## src/rtl/ata_strobe_pkg.sv

```systemverilog
// Package: shared types and timing-code decoders for the ATA PIO strobe timer.
// Assumes timing codes are 4-bit nibbles stored as "max minus count".
package ata_strobe_pkg;

    localparam int CNT_W = 5;

    typedef enum logic [1:0] {
        PH_IDLE    = 2'd0,
        PH_ACTIVE  = 2'd1,
        PH_RECOVER = 2'd2
    } phase_t;

    typedef struct packed {
        logic [3:0] rec_code;
        logic [3:0] act_code;
    } tbyte_t;

    // Active strobe width in clocks from its code (17 minus code).
    function automatic logic [CNT_W-1:0] act_clocks(input logic [3:0] code);
        return CNT_W'(17) - {1'b0, code};
    endfunction

    // Recovery length in clocks from its code (16 minus code).
    function automatic logic [CNT_W-1:0] rec_clocks(input logic [3:0] code);
        return CNT_W'(16) - {1'b0, code};
    endfunction

endpackage

```

## src/rtl/ata_timing_regs.sv

```systemverilog
// Module: per-unit timing words and the control byte with a deferred update.
// Assumes byte writes. Unit u owns addresses TIMING_BASE+2u (read byte) and
// TIMING_BASE+2u+1 (write byte). A control write is held while any write-buffer
// busy flag is set.
module ata_timing_regs #(
    parameter int NUM_UNITS   = 4,
    parameter int ADDR_W      = 8,
    parameter int TIMING_BASE = 'h44,
    parameter int CTL_ADDR    = 'h42,
    parameter int CTL_EN_LSB  = 4
) (
    input  logic                       clk,
    input  logic                       rst_n,
    input  logic                       cfg_we,
    input  logic [ADDR_W-1:0]          cfg_addr,
    input  logic [7:0]                 cfg_wdata,
    input  logic [1:0]                 wbuf_busy,
    output logic [NUM_UNITS-1:0][15:0] timing_words,
    output logic [NUM_UNITS-1:0]       unit_en
);

    localparam logic [ADDR_W-1:0] CTL_A = ADDR_W'(CTL_ADDR);

    logic                 ctl_hit;
    logic                 bufs_idle;
    logic                 pend_vld;
    logic [NUM_UNITS-1:0] pend_en;

    assign ctl_hit   = cfg_we && (cfg_addr == CTL_A);
    assign bufs_idle = (wbuf_busy == 2'b00);

    for (genvar u = 0; u < NUM_UNITS; u++) begin : g_unit
        localparam logic [ADDR_W-1:0] LO_A = ADDR_W'(TIMING_BASE + 2 * u);
        localparam logic [ADDR_W-1:0] HI_A = ADDR_W'(TIMING_BASE + 2 * u + 1);

        // Byte-wise update of this unit's timing word.
        always_ff @(posedge clk) begin
            if (!rst_n) begin
                timing_words[u] <= '0;
            end else if (cfg_we && cfg_addr == LO_A) begin
                timing_words[u][7:0] <= cfg_wdata;
            end else if (cfg_we && cfg_addr == HI_A) begin
                timing_words[u][15:8] <= cfg_wdata;
            end
        end
    end

    // Control byte: apply at once when the buffers are idle, otherwise hold it pending.
    always_ff @(posedge clk) begin
        if (!rst_n) begin
            unit_en  <= '0;
            pend_en  <= '0;
            pend_vld <= 1'b0;
        end else if (ctl_hit && bufs_idle) begin
            unit_en  <= cfg_wdata[CTL_EN_LSB +: NUM_UNITS];
            pend_vld <= 1'b0;
        end else if (ctl_hit) begin
            pend_en  <= cfg_wdata[CTL_EN_LSB +: NUM_UNITS];
            pend_vld <= 1'b1;
        end else if (pend_vld && bufs_idle) begin
            unit_en  <= pend_en;
            pend_vld <= 1'b0;
        end
    end

endmodule

```

## src/rtl/ata_cycle_engine.sv

```systemverilog
// Module: runs one programmed-I/O cycle at a time: active, optional IORDY hold,
// then recovery. Assumes iordy is already synchronous to clk. The timing byte
// and the IORDY-sampling choice are latched at acceptance.
module ata_cycle_engine
    import ata_strobe_pkg::*;
#(
    parameter int NUM_UNITS = 4,
    localparam int UNIT_W   = $clog2(NUM_UNITS)
) (
    input  logic                       clk,
    input  logic                       rst_n,
    input  logic                       req_valid,
    input  logic [UNIT_W-1:0]          req_unit,
    input  logic                       req_write,
    input  logic [NUM_UNITS-1:0][15:0] timing_words,
    input  logic [NUM_UNITS-1:0]       unit_en,
    input  logic                       iordy,
    output logic                       dior_n,
    output logic                       diow_n,
    output logic                       busy,
    output logic                       done
);

    phase_t           phase;
    logic [CNT_W-1:0] cnt;
    logic [CNT_W-1:0] rec_m1;
    logic             cur_wr;
    logic             cur_chk;
    tbyte_t           sel;
    logic             accept;

    assign accept = req_valid && (phase == PH_IDLE);
    assign sel    = req_write ? tbyte_t'(timing_words[req_unit][15:8])
                              : tbyte_t'(timing_words[req_unit][7:0]);

    // Phase sequencer with a down-counter shared by the active and recovery phases.
    always_ff @(posedge clk) begin
        if (!rst_n) begin
            phase   <= PH_IDLE;
            cnt     <= '0;
            rec_m1  <= '0;
            cur_wr  <= 1'b0;
            cur_chk <= 1'b0;
        end else begin
            unique case (phase)
                PH_IDLE: if (accept) begin
                    phase   <= PH_ACTIVE;
                    cnt     <= act_clocks(sel.act_code) - CNT_W'(1);
                    rec_m1  <= rec_clocks(sel.rec_code) - CNT_W'(1);
                    cur_wr  <= req_write;
                    cur_chk <= !unit_en[req_unit];
                end
                PH_ACTIVE: if (cnt != '0) begin
                    cnt <= cnt - CNT_W'(1);
                end else if (!cur_chk || iordy) begin
                    phase <= PH_RECOVER;
                    cnt   <= rec_m1;
                end
                PH_RECOVER: if (cnt != '0) begin
                    cnt <= cnt - CNT_W'(1);
                end else begin
                    phase <= PH_IDLE;
                end
                default: phase <= PH_IDLE;
            endcase
        end
    end

    // Strobes and status decoded from the phase registers.
    always_comb begin
        dior_n = !((phase == PH_ACTIVE) && !cur_wr);
        diow_n = !((phase == PH_ACTIVE) && cur_wr);
        busy   = (phase != PH_IDLE);
        done   = (phase == PH_RECOVER) && (cnt == '0);
    end

endmodule

```

## src/rtl/ata_strobe_timer.sv

```systemverilog
// Module: top of the ATA PIO strobe timer, joining the register store and the
// cycle engine. Assumes four units indexed {channel, device} and one
// requester at a time.
module ata_strobe_timer #(
    parameter int NUM_UNITS   = 4,
    parameter int ADDR_W      = 8,
    parameter int TIMING_BASE = 'h44,
    parameter int CTL_ADDR    = 'h42,
    parameter int CTL_EN_LSB  = 4,
    localparam int UNIT_W     = $clog2(NUM_UNITS)
) (
    input  logic                 clk,
    input  logic                 rst_n,
    input  logic                 cfg_we,
    input  logic [ADDR_W-1:0]    cfg_addr,
    input  logic [7:0]           cfg_wdata,
    input  logic [1:0]           wbuf_busy,
    input  logic                 req_valid,
    input  logic [UNIT_W-1:0]    req_unit,
    input  logic                 req_write,
    input  logic                 iordy,
    output logic                 dior_n,
    output logic                 diow_n,
    output logic                 busy,
    output logic                 done,
    output logic [NUM_UNITS-1:0] unit_dma_en
);

    logic [NUM_UNITS-1:0][15:0] timing_words;

    ata_timing_regs #(
        .NUM_UNITS  (NUM_UNITS),
        .ADDR_W     (ADDR_W),
        .TIMING_BASE(TIMING_BASE),
        .CTL_ADDR   (CTL_ADDR),
        .CTL_EN_LSB (CTL_EN_LSB)
    ) u_regs (
        .clk         (clk),
        .rst_n       (rst_n),
        .cfg_we      (cfg_we),
        .cfg_addr    (cfg_addr),
        .cfg_wdata   (cfg_wdata),
        .wbuf_busy   (wbuf_busy),
        .timing_words(timing_words),
        .unit_en     (unit_dma_en)
    );

    ata_cycle_engine #(
        .NUM_UNITS(NUM_UNITS)
    ) u_engine (
        .clk         (clk),
        .rst_n       (rst_n),
        .req_valid   (req_valid),
        .req_unit    (req_unit),
        .req_write   (req_write),
        .timing_words(timing_words),
        .unit_en     (unit_dma_en),
        .iordy       (iordy),
        .dior_n      (dior_n),
        .diow_n      (diow_n),
        .busy        (busy),
        .done        (done)
    );

endmodule

```

## config.mk

```make
export PLATFORM = sky130hd
export DESIGN_NAME = ata_strobe_timer
export DESIGN_NICKNAME = d
export VERILOG_FILES = /design/src/rtl/ata_strobe_pkg.sv /design/src/rtl/ata_timing_regs.sv /design/src/rtl/ata_cycle_engine.sv /design/src/rtl/ata_strobe_timer.sv
export SDC_FILE = /design/constraint.sdc
export NUM_CORES = 1
export LEC_CHECK = 0
export BUFFER_PORTS_ARGS = -buffer_cell sky130_fd_sc_hd__buf_2
export CELL_PAD_IN_SITES_DETAIL_PLACEMENT = 1
export CELL_PAD_IN_SITES_GLOBAL_PLACEMENT = 2
export CORE_MARGIN = 2
export CORE_UTILIZATION = 39
export CTS_BUF_LIST = sky130_fd_sc_hd__clkbuf_8
export CTS_CLUSTER_DIAMETER = 50
export DETAILED_ROUTE_END_ITERATION = 8
export GPL_ROUTABILITY_DRIVEN = 0
export PLACE_DENSITY = 0.81
export SKIP_LAST_GASP = 1
export SYNTH_ARGS = -nofsm -noshare
export SYNTH_HDL_FRONTEND = slang
export SYNTH_HIERARCHICAL = 1
export SYNTH_SLANG_ARGS = --single-unit
```

## constraint.sdc

```tcl
create_clock -name clk -period 5.1 [get_ports clk]
set_input_delay 0.255 -clock clk [delete_from_list [all_inputs] [get_ports clk]]
set_output_delay 0.255 -clock clk [all_outputs]
set_load 0.005 [all_outputs]
```

Word level (Yosys, flattened, before mapping) --
Cells that the tools add are included.
Storage, ports and cells: word-level logic and storage cells 105, RAM bits 0, latch bits 0, memory bits (read-only) 0, output and inout bits 8, memories 0, flip-flop bits (word level) 87
Operators by class: equality and inequality tests 18, shift operators 0, bitwise gates (word level) 6, reductions and logical operators 39, $lt $le $gt $ge 1, div/mod/pow operators 0, muxes and demuxes 20, multipliers 0, $add $sub $neg 5
Operators by type and width (count):
- == test 8 x 7 -> 1 bit (second input constant) | 9
- binary-select mux 16 bit (select 2 bit) | 1
- 2-to-1 mux 5 bit | 4
- 2-to-1 mux 16 bit | 1
- logical AND 1 bit | 15
- case mux 5 bit (3 select lines) | 1
- subtractor 5 x 1 -> 5 bit (second input constant) | 3
- AND reduction 2 bit | 7
- 2-to-1 mux 4 bit | 3
- subtractor 5 x 4 -> 5 bit (first input constant) | 2
- 2-to-1 mux 2 bit | 4
- 2-to-1 mux 8 bit | 1
- AND reduction 4 bit | 2
- != test 2 x 1 -> 1 bit (second input constant) | 3
- != test 2 bit (second input constant) | 3
- inverter 1 bit | 6
- case mux 2 bit (3 select lines) | 1
- nonzero test 2 bit | 3
- zero test 1 bit | 5
- zero test 5 bit | 1
- nonzero test 5 bit | 1
- zero test 2 bit | 2
- less-than comparator 2 x 3 -> 1 bit (second input constant) | 1
- 2-to-1 mux 1 bit | 3
- other kinds (7) | 7

Logic depth before layout (Yosys ltp) --
Gate-level depths: netlist of run 1.
depth after elaboration 7, mapped depth 9

Modules after synthesis --
Netlist of run 1, hierarchy kept.
By module, submodules not included:
- ata_timing_regs | instances 1, area an instance 2576.2 µm², cells an instance 271, sequential area each 1461.4 µm²
- ata_cycle_engine | instances 1, area an instance 1318.8 µm², cells an instance 134, sequential area each 260.2 µm²

Worst setup path before layout of run 1 --
No wires, ideal clock.
kind flip-flop to flip-flop, start point register u_engine.cnt[0], end point register u_engine.cnt[3], stages on the path, launching flop included 9, data arrival time 1795 ps, slack 3214 ps, cell sequence dfxtp_1 inv_1 ha_1 or4b_1 buf_2 o21a_1 buf_6 nor3b_1 a311oi_1
Between the ends: longest elaborated chain between the ends 3, elaborated cells on any way between the ends 8, those cells by class add/sub (1); eq/ne (2); mux (3); reduce/logical (2)
RTL lines:
- start: declaration | line ata_cycle_engine.sv:25 | logic [CNT_W-1:0] cnt;
- start signal: assignment | line ata_cycle_engine.sv:48 | cnt <= act_clocks(sel.act_code) - CNT_W'(1);
- start signal: assignment | line ata_cycle_engine.sv:54 | cnt <= cnt - CNT_W'(1);
- start signal: assignment | line ata_cycle_engine.sv:57 | cnt <= rec_m1;
- subtractor 5 x 1 -> 5 bit or nonzero test 5 bit (tied branches)
- 2-to-1 mux 5 bit (tied with other cells) | line ata_cycle_engine.sv:59 | PH_RECOVER: if (cnt != '0) begin
- case mux 5 bit (3 select lines) or AND reduction 4 bit (tied branches)
Parallel ways exist; a longest one is shown, timed or not. The select of a mux whose other input is x is not followed. A chain may end at the register's enable or synchronous reset.

Worst setup path in the final report of run 1 --
start point register u_engine.cnt[0], end point output port done
Between the ends: longest elaborated chain between the ends 2
RTL lines:
- zero test 5 bit | line ata_cycle_engine.sv:74 | done = (phase == PH_RECOVER) && (cnt == '0);
- logical AND 1 bit | line ata_cycle_engine.sv:74
- end: declaration | line ata_strobe_timer.sv:25 | output logic done,
No other way between the ends.

==> results of run 1 <==
flip-flops by register name (all words and copies together), names as in the netlist:
register / count
u_engine/cnt: 5
u_engine/cur_chk: 1
u_engine/cur_wr: 1
u_engine/phase: 2
u_engine/rec_m1: 4
u_regs/pend_en: 4
u_regs/pend_vld: 1
u_regs/timing_words: 64
u_regs/unit_en: 4
worst max-delay path by stage:
stage | from | end | slack, ps
floorplan | u_engine/cnt[0] | u_engine/cnt[3] | 3210
global placement | req_unit[0] | u_engine/cnt[3] | 2820
detailed placement | req_unit[0] | u_engine/cnt[2] | 2780
CTS | u_engine/cnt[0] | done | 2890
global route | u_engine/cnt[0] | done | 2800
finish | u_engine/cnt[0] | done | 2910
through the flow:
stage          util, %  worst slack (ps)  hold slack [ps]
2_1_floorplan        -              3210              397
3_3_place_gp      42.3              2820              442
3_5_place_dp      42.3              2780              458
4_1_cts           44.3              2890              163
5_1_grt           44.3              2800              180
6_report          44.3              2910              180
cells by family (layout without fill, tap and decap cells):
logic type,after synthesis,after routing,share of synthesized area [%]
AOI/OAI and AO/OA,89,89,12.7
xor gates and xnor gates,4,4,0.900
adders and majority gates,7,7,2.25
buffers and inverters,32,56,3.69
DFF,86,86,44.2
muxes,48,48,18.0
and+or+nand+nor,139,139,18.3
routing by layer:
| layer | vias up | wire length (um) | GRT usage [%] |
|---|---|---|---|
| met5 | - | 0 | 0 |
| met2 | 37 | 4690 | 31.2 |
| li1 | 1507 | - | - |
| met4 | 0 | 100 | 5.89 |
| met3 | 8 | 328 | 4.07 |
| met1 | 1491 | 4460 | 24.5 |
layout by cell type (no fill, tap or decap), types with 4 or more instances in the layout:
cell      count
o21ai_0      52
buf_2        33
inv_1         8
o22ai_1       7
clkbuf_8     10
and2_1        6
mux4_2       17
ha_1          7
nor2_1        7
nor2b_1      15
nand4_1       7
a21oi_1       9
nand3_1      50
mux2i_1      29
o21ai_1       8
dfxtp_1      86
a211oi_1      4
nand2_1      43
layout make-up:
| cell class | count | area, um^2 | area share (%) |
|---|---|---|---|
| clock buffers | 10 | 138 | 3.20 |
| clock inverters | 5 | 51.3 | 1.19 |
| inverters | 7 | 26.3 | 0.610 |
| multi-input cells | 287 | 2030 | 47.1 |
| flip-flops and latches | 86 | 1720 | 40.0 |
| well taps | 133 | 166 | 3.87 |
| repair buffers | 34 | 173 | 4.01 |
power by group through the flow:
stage                     Combinational (uW)  Sequential [uW]  Clock, uW
after global placement                   375              755          0
after global routing                     428              747        517
after floorplan                          304              746          0
after CTS                                385              740        489
final                                    381              740        471
after detailed placement                 383              756          0
worst register-to-register path, stage by stage (launching register included):
cell	delay, ps
dfxtp_1	340
inv_1	90
ha_1	210
or4b_1	620
o21a_1	370
nor3b_1	200
a311oi_1	220
==> impl_metrics.yaml, run 1 <==
logic_synthesis:
  synth_top_area_share_pct: 44.2
  synth_top_cell_by_area: "dfxtp_1"
  avgSynthCellArea_um2: 9.62
  synth_cells: 405
  synth_common_cells: "dfxtp_1 (86), o21ai_0 (52), nand3_1 (50), nand2_1 (43), mux2i_1 (29)"
  seq_area_frac_synth_pct: 44.2
  syn_nets: 438
  synth_ff_type: "dfxtp_1"
  synth.ff_latch_count: 86
  synth_area_leaders: "dfxtp_1 (44%), mux4_2 (9.8%), mux2i_1 (7.5%)"
  synth-edff-count: 0
  netlist_area_um2: 3890
  async_flop_share_pct: 0
  yosysWarnings: 6
  yosysMostFrequentCell: "dfxtp_1"
  ys_types: 42
layout:
  fill_cells: 1138
  final_cells: 562
  syn2layout_area_growth_pct: 10.5
  final_layout_size_suffix_gt1_share_pct: 16.6
  final_cell_area_um2: 4310
  fin_nets: 458
  insertedDiodeCount: 0
sta:
  fmax_mhz: 456
  maxSlewHeadroom_pct: 49.5
  final_hold_viol_count: 0
  worstMarginPinSlew_ps: 757
  final.period_utilization_pct: 43.0
  fin_worst_skew_ps: 9.08
  fin_crit_ps: 2190
  rsz0062_at_grt: "no"
  slew_violations: 0
  tns_ps: 0
  setup_viol: 0
floorplanning:
  core_area_um2: 9730
  start_util_pct: 40.0
  io_pins: 34
  die_area_um2: 10800
  num_rows: 36
  die-height_um: 104
  die_w_um: 104
setup_path:
  crit_chain: "inv_1 -> ha_1 -> or4b_1 -> nor2_1 -> buf_2"
  crit_path_start_kind: "register"
  reg2reg_slack_ps: 2970
  criticalPathCategory: "register to output pin"
  crit_fanout: 10
  worstReg2RegStart: "u_engine/cnt[0]"
  r2r_end: "u_engine/cnt[3]"
  r2r_cells: 6
  cp.required_ps: 4850
  crit_cells: 5
  endpoint_kind: "output pin"
  crit_slowest_cell: "or4b_1"
  crit_family: "simple AND/OR/NAND/NOR gates"
  critPathMaxStageDelay_ps: 620
  cp_num_buf_inv: 2
  arrival_ps: 1940
pwr:
  switching_share_pct: 31.4
  intPower_uw: 1090
  leakagePower_uw: 0.00172
  power.density_nw_per_um2: 370
  power_uw: 1590
  clkPwrFrac_pct: 29.6
  power.share.combinational_pct: 23.9
  seqPwrFrac_pct: 46.5
  peakVddDrop_mv: 0.125
  p_sw_uw: 500
routing:
  wirelength_mm: 9.58
  dr_total_vias: 3043
  via_per_inst: 5.41
  wl_per_cell_um: 17.0
  drc_errors: 0
  drt_iter0_drc: 136
  drtPass1Iterations: 4
  route.antenna.remaining_nets: 0
clock_tree:
  post_cts_buffers: 0
  cts_buffer_depth: 2
  postCtsHoldBufs: 0
  path_clk_slew_ps: 80
  cts_tree: "built"
  cts_made_buffers: 9
  root_buffer: "clkbuf_8"
  cts-resized-gates: 0
  htreeDepth: 3
  numClockSinks: 86
  clock_latency_ps: 360
grt:
  first_global_vias: 3084
  grt_overflow_total: 0
  antenna_found_initial: 0
  grt_usage_pct: 18.8
  grt_pass1_wl_mm: 16.0
  grt_max_degree: 54
placed_design:
  dpl.hpwl_mm: 6.51
  placed_cells: 547
  placed_cell_area_um2: 4120
  port_buffers: 33
hold_path:
  hold_path_end: "u_engine/cur_wr"
  hold_class: "primary input to register"
  hp-start: "req_valid"
  hold_depth: 3
run_status:
  status: "finished, final reports clean"
run:
  cap_violations: 0
(Power assumes the default switching activity.)
==> run 2: changes to the inputs <==
==> constraint.sdc (replaced) <==
create_clock -name clk -period 2.05 [get_ports clk]
set_input_delay 0.1025 -clock clk [delete_from_list [all_inputs] [get_ports clk]]
set_output_delay 0.1025 -clock clk [all_outputs]
set_load 0.005 [all_outputs]
==> impl_metrics.yaml, run 2 (synthesis gave the netlist of run 1 again) <==
grt:
  antenna_found_initial: 0
  grt_usage_pct: 18.9
  grt_max_degree: 29
  first_global_vias: 3156
  grt_pass1_wl_mm: 16.4
  grt_overflow_total: 0
routing:
  dr_total_vias: 3132
  highest_layer: "met4"
  wirelength_mm: 9.92
  drt_iter0_drc: 99
  wl_per_cell_um: 17.2
  drc_errors: 0
  wl_met2_mm: 4.65
  via_per_inst: 5.42
  drtPass1Iterations: 4
  dr_wl_met3_um: 224
  wl_met1_mm: 4.95
  route.antenna.remaining_nets: 0
sta:
  worstMarginPinSlew_ps: 615
  fmax_mhz: 513
  tns_ps: 0
  final.period_utilization_pct: 95.0
  fin_worst_skew_ps: 13.4
  whs_ps: 40.2
  final_hold_viol_count: 0
  rsz0062_at_grt: "no"
  maxSlewHeadroom_pct: 59.0
  setup_ws_ps: 102
  slew_violations: 0
  fin_crit_ps: 1950
  setup_viol: 0
layout:
  final_common_cell: "dfxtp_1"
  fin_nets: 474
  insertedDiodeCount: 0
  top_regs: "u_regs/timing_words x64, u_engine/cnt x5"
  largest_register: "u_regs/timing_words"
  final_cell_area_um2: 4480
  layout_common_cells: "dfxtp_1 (85), o21ai_0 (52), nand3_1 (50)"
  largest_reg_flops: 64
  syn2layout_area_growth_pct: 15.0
  final_layout_size_suffix_gt1_share_pct: 20.4
clock_tree:
  postCtsHoldBufs: 0
  cts_tree: "built"
  post_cts_buffers: 0
  htreeDepth: 3
  cts-resized-gates: 0
  cts_buffer_depth: 2
  root_buffer: "clkbuf_8"
  path_clk_slew_ps: 90
  clock_latency_ps: 350
  numClockSinks: 86
  cts_made_buffers: 9
setup_path:
  worstReg2RegStart: "u_engine/cnt[0]"
  crit_slowest_cell: "or4b_4"
  arrival_ps: 2200
  crit_path_start_kind: "register"
  crit_fanout: 10
  criticalPathCategory: "register to register"
  cp.required_ps: 2300
  reg2reg_slack_ps: 100
  crit_chain: "inv_1 -> ha_4 -> or4b_4 -> o21a_1 -> nor3b_1 -> a311oi_1"
  critPathMaxStageDelay_ps: 460
  r2r_end: "u_engine/cnt[3]"
  r2r_cells: 6
  endpoint_kind: "register"
floorplanning:
  die_area_um2: 10800
  core_area_um2: 9730
  die-height_um: 104
  io_pins: 34
  start_util_pct: 40.0
  num_rows: 36
  die_w_um: 104
pwr:
  switching_share_pct: 30.5
  power_uw: 4270
  intPower_uw: 2970
  power.density_nw_per_um2: 953
  leakagePower_uw: 0.00181
  seqPwrFrac_pct: 43.3
  power.share.combinational_pct: 25.3
  p_sw_uw: 1300
  peakVddDrop_mv: 0.385
  clkPwrFrac_pct: 31.5
placed_design:
  dpl.hpwl_mm: 7.23
  placed_cell_area_um2: 4240
  port_buffers: 33
  dp_slack_ps: 105
hold_path:
  hold_class: "primary input to register"
  hold_path_end: "u_engine/cur_wr"
  hold_depth: 3
  hp-start: "req_valid"
run:
  cap_violations: 0
run_status:
  status: "finished, final reports clean"
run 2: power groups by stage:
stage | Clock, uW | Sequential [uW] | Combinational [uW]
floorplan | 0 | 1860 | 755
global placement | 0 | 1880 | 995
detailed placement | 0 | 1880 | 1030
CTS | 1370 | 1840 | 1030
global route | 1450 | 1860 | 1200
finish | 1340 | 1850 | 1080
run 2: worst max-delay path by stage:
stage | endpoint | depth (start not counted) | from
after global placement | u_engine/cnt[3] | 6 | u_engine/cnt[0]
final | u_engine/cnt[3] | 6 | u_engine/cnt[0]
after floorplan | u_engine/cnt[3] | 8 | u_engine/cnt[0]
after global routing | done | 6 | u_engine/cnt[0]
after CTS | done | 6 | u_engine/cnt[0]
after detailed placement | u_engine/cnt[3] | 6 | u_engine/cnt[0]
run 2: worst max-delay path: cells and delay by family, from the launching register on:
kind,cells,cell delay (ps)
AND/OR/NAND/NOR,2,650
buffers and inverters,1,110
adder cells (fa/ha/maj),1,160
flip-flops,1,350
AO/OA/AOI/OAI,2,580
run 2: layout make-up:
| cell class | instances | area [um^2] |
|---|---|---|
| flip-flops and latches | 86 | 1720 |
| repair buffers | 50 | 293 |
| fillers | 1147 | 5250 |
| clock inverters | 4 | 71.3 |
| well taps | 133 | 166 |
| multi-input cells | 287 | 2050 |
| clock buffers | 11 | 151 |
| inverters | 7 | 26.3 |
run 2: per-stage QoR:
stage	utilization, %	cells
6_report	46.0	578
5_1_grt	46.0	578
4_1_cts	45.8	578
3_5_place_dp	43.5	563
3_3_place_gp	43.5	563
2_1_floorplan	-	405
run 2: metal layers:
metal,vias to the layer above,GRT usage [%]
li1,1539,-
met1,1553,26.4
met2,32,30.0
met3,8,3.38
met4,0,5.31
met5,-,0
==> run 3: changes to the inputs <==
--- a/config.mk
+++ b/config.mk
@@ -14,7 +14,7 @@
 export CTS_CLUSTER_DIAMETER = 50
 export DETAILED_ROUTE_END_ITERATION = 8
 export GPL_ROUTABILITY_DRIVEN = 0
-export PLACE_DENSITY = 0.81
+export PLACE_DENSITY = 0.92
 export SKIP_LAST_GASP = 1
 export SYNTH_ARGS = -nofsm -noshare
 export SYNTH_HDL_FRONTEND = slang
==> impl_metrics.yaml, run 3 (synthesis gave the netlist of run 1 again) <==
setup_path:
  criticalPathCategory: "register to output pin"
  crit_slowest_cell: "or4b_4"
  critPathMaxStageDelay_ps: 470
  cp_num_buf_inv: 3
  endpoint_kind: "output pin"
  cp.required_ps: 1950
  worstReg2RegStart: "u_engine/cnt[0]"
  arrival_ps: 1870
  r2r_cells: 6
  crit_family: "simple AND/OR/NAND/NOR gates"
  crit_fanout: 8
  reg2reg_slack_ps: 200
  r2r_end: "u_engine/cnt[3]"
  crit_chain: "inv_1 -> ha_4 -> or4b_4 -> buf_4 -> nor2_2 -> buf_2"
  crit_path_start_kind: "register"
clock_tree:
  cts_made_buffers: 9
  path_clk_slew_ps: 80
  cts_buffer_depth: 2
  post_cts_buffers: 0
  htreeDepth: 3
  root_buffer: "clkbuf_8"
  postCtsHoldBufs: 0
  cts_tree: "built"
  numClockSinks: 86
  clock_latency_ps: 360
sta:
  fin_crit_ps: 1970
  maxSlewHeadroom_pct: 67.9
  setup_viol: 0
  rsz0062_at_grt: "no"
  fmax_mhz: 508
  slew_violations: 0
  fin_worst_skew_ps: 11.7
  whs_ps: 46.9
  final.period_utilization_pct: 96.1
  tns_ps: 0
  final_hold_viol_count: 0
  worstMarginPinSlew_ps: 478
routing:
  drt_iter0_drc: 124
  route.antenna.remaining_nets: 0
  dr_total_vias: 3145
  via_per_inst: 5.43
  drtPass1Iterations: 4
  wl_per_cell_um: 16.8
  drc_errors: 0
  wirelength_mm: 9.75
run:
  cap_violations: 0
layout:
  final_layout_size_suffix_gt1_share_pct: 20.6
  fill_cells: 1160
  top_regs: "u_regs/timing_words x64, u_engine/cnt x5"
  layout_common_cells: "dfxtp_1 (85), o21ai_0 (52), nand3_1 (50)"
  largest_register: "u_regs/timing_words"
  fin_nets: 474
  final_common_cell: "dfxtp_1"
  syn2layout_area_growth_pct: 14.4
  seq_area_um2: 1720
  largest_reg_flops: 64
  insertedDiodeCount: 0
  multiInputGateArea_um2: 2050
hold_path:
  hp-start: "req_valid"
  hold_depth: 3
  hold_class: "primary input to register"
  hold_path_end: "u_engine/cur_wr"
grt:
  grt_usage_pct: 19.0
  grt_overflow_total: 0
  grt_max_degree: 46
  antenna_found_initial: 0
  first_global_vias: 3288
  grt_pass1_wl_mm: 16.5
floorplanning:
  io_pins: 34
  die_area_um2: 10800
  die-height_um: 104
  num_rows: 36
  die_w_um: 104
  core_area_um2: 9730
  start_util_pct: 40.0
pwr:
  power.density_nw_per_um2: 901
  leakagePower_uw: 0.00179
  peakVddDrop_mv: 0.389
placed_design:
  dpl.hpwl_mm: 7.08
  port_buffers: 33
run_status:
  status: "finished, final reports clean"
## run 3: cell types whose count changed in the layout (fill, tap and decap cells not counted)
cell	change
bufinv_16	-2
buf_4	-2
inv_6	+1
buf_12	+2
clkinv_4	+2
clkinvlp_4	+1
clkinv_2	+1
clkbuf_8	-2
## run 3: worst max-delay path by stage
| stage | start | end | slack [ps] | cells past startpoint |
|---|---|---|---|---|
| 2_1_floorplan | u_engine/cnt[0] | u_engine/cnt[3] | 160 | 8 |
| 3_3_place_gp | u_engine/cnt[0] | u_engine/cnt[0] | 210 | 7 |
| 3_5_place_dp | u_engine/cnt[0] | u_engine/cnt[3] | 120 | 6 |
| 4_1_cts | u_engine/cnt[0] | done | 30 | 6 |
| 5_1_grt | u_engine/cnt[0] | done | 5 | 6 |
| 6_report | u_engine/cnt[0] | done | 80 | 6 |
## run 3: metal layers
metal | GRT usage, % | share of wire (%)
met3 | 3.13 | 1.5
met1 | 23.5 | 46
met5 | 0 | 0
met4 | 6.08 | 1.7
met2 | 33.7 | 51
## run 3: repair_timing
action,4_1_cts,5_1_grt
setup endpoints to repair,1,1
resized for setup,3,2
pin swaps,0,1
## run 3: through the flow
stage          cell area [um^2]  power [uW]  cells  utilization, %  setup slack, ps
5_1_grt                    4460        4250    579            45.8             5.07
2_1_floorplan              3890        2610    405               -              164
3_3_place_gp               4260        2880    563            43.8              210
6_report                   4460        4010    579            45.8             80.3
3_5_place_dp               4260        2920    563            43.8              122
4_1_cts                    4440        4020    579            45.7             32.8
## run 3: report_power, final
group / total [uW] / switching (uW) / internal, uW
registers: 1850 / 84.1 / 1760
clock network: 1080 / 635 / 442
logic: 1090 / 612 / 478
total: 4010 / 1330 / 2680
## run 3: final cells by class
class / count / area share, %
Clock inverter: 7 / 1.12
Sequential cell: 86 / 38.7
Inverter: 7 / 0.590
Clock buffer: 9 / 2.78
Tap cell: 133 / 3.73
Multi-Input combinational cell: 287 / 46.0
Timing Repair Buffer: 50 / 7.13
## run 3: tightest hold or removal path, delay by kind of cell
family,cells,cell delay (ps)
buffers and inverters,1,120
AND/OR/NAND/NOR,1,70
AO/OA/AOI/OAI,1,60
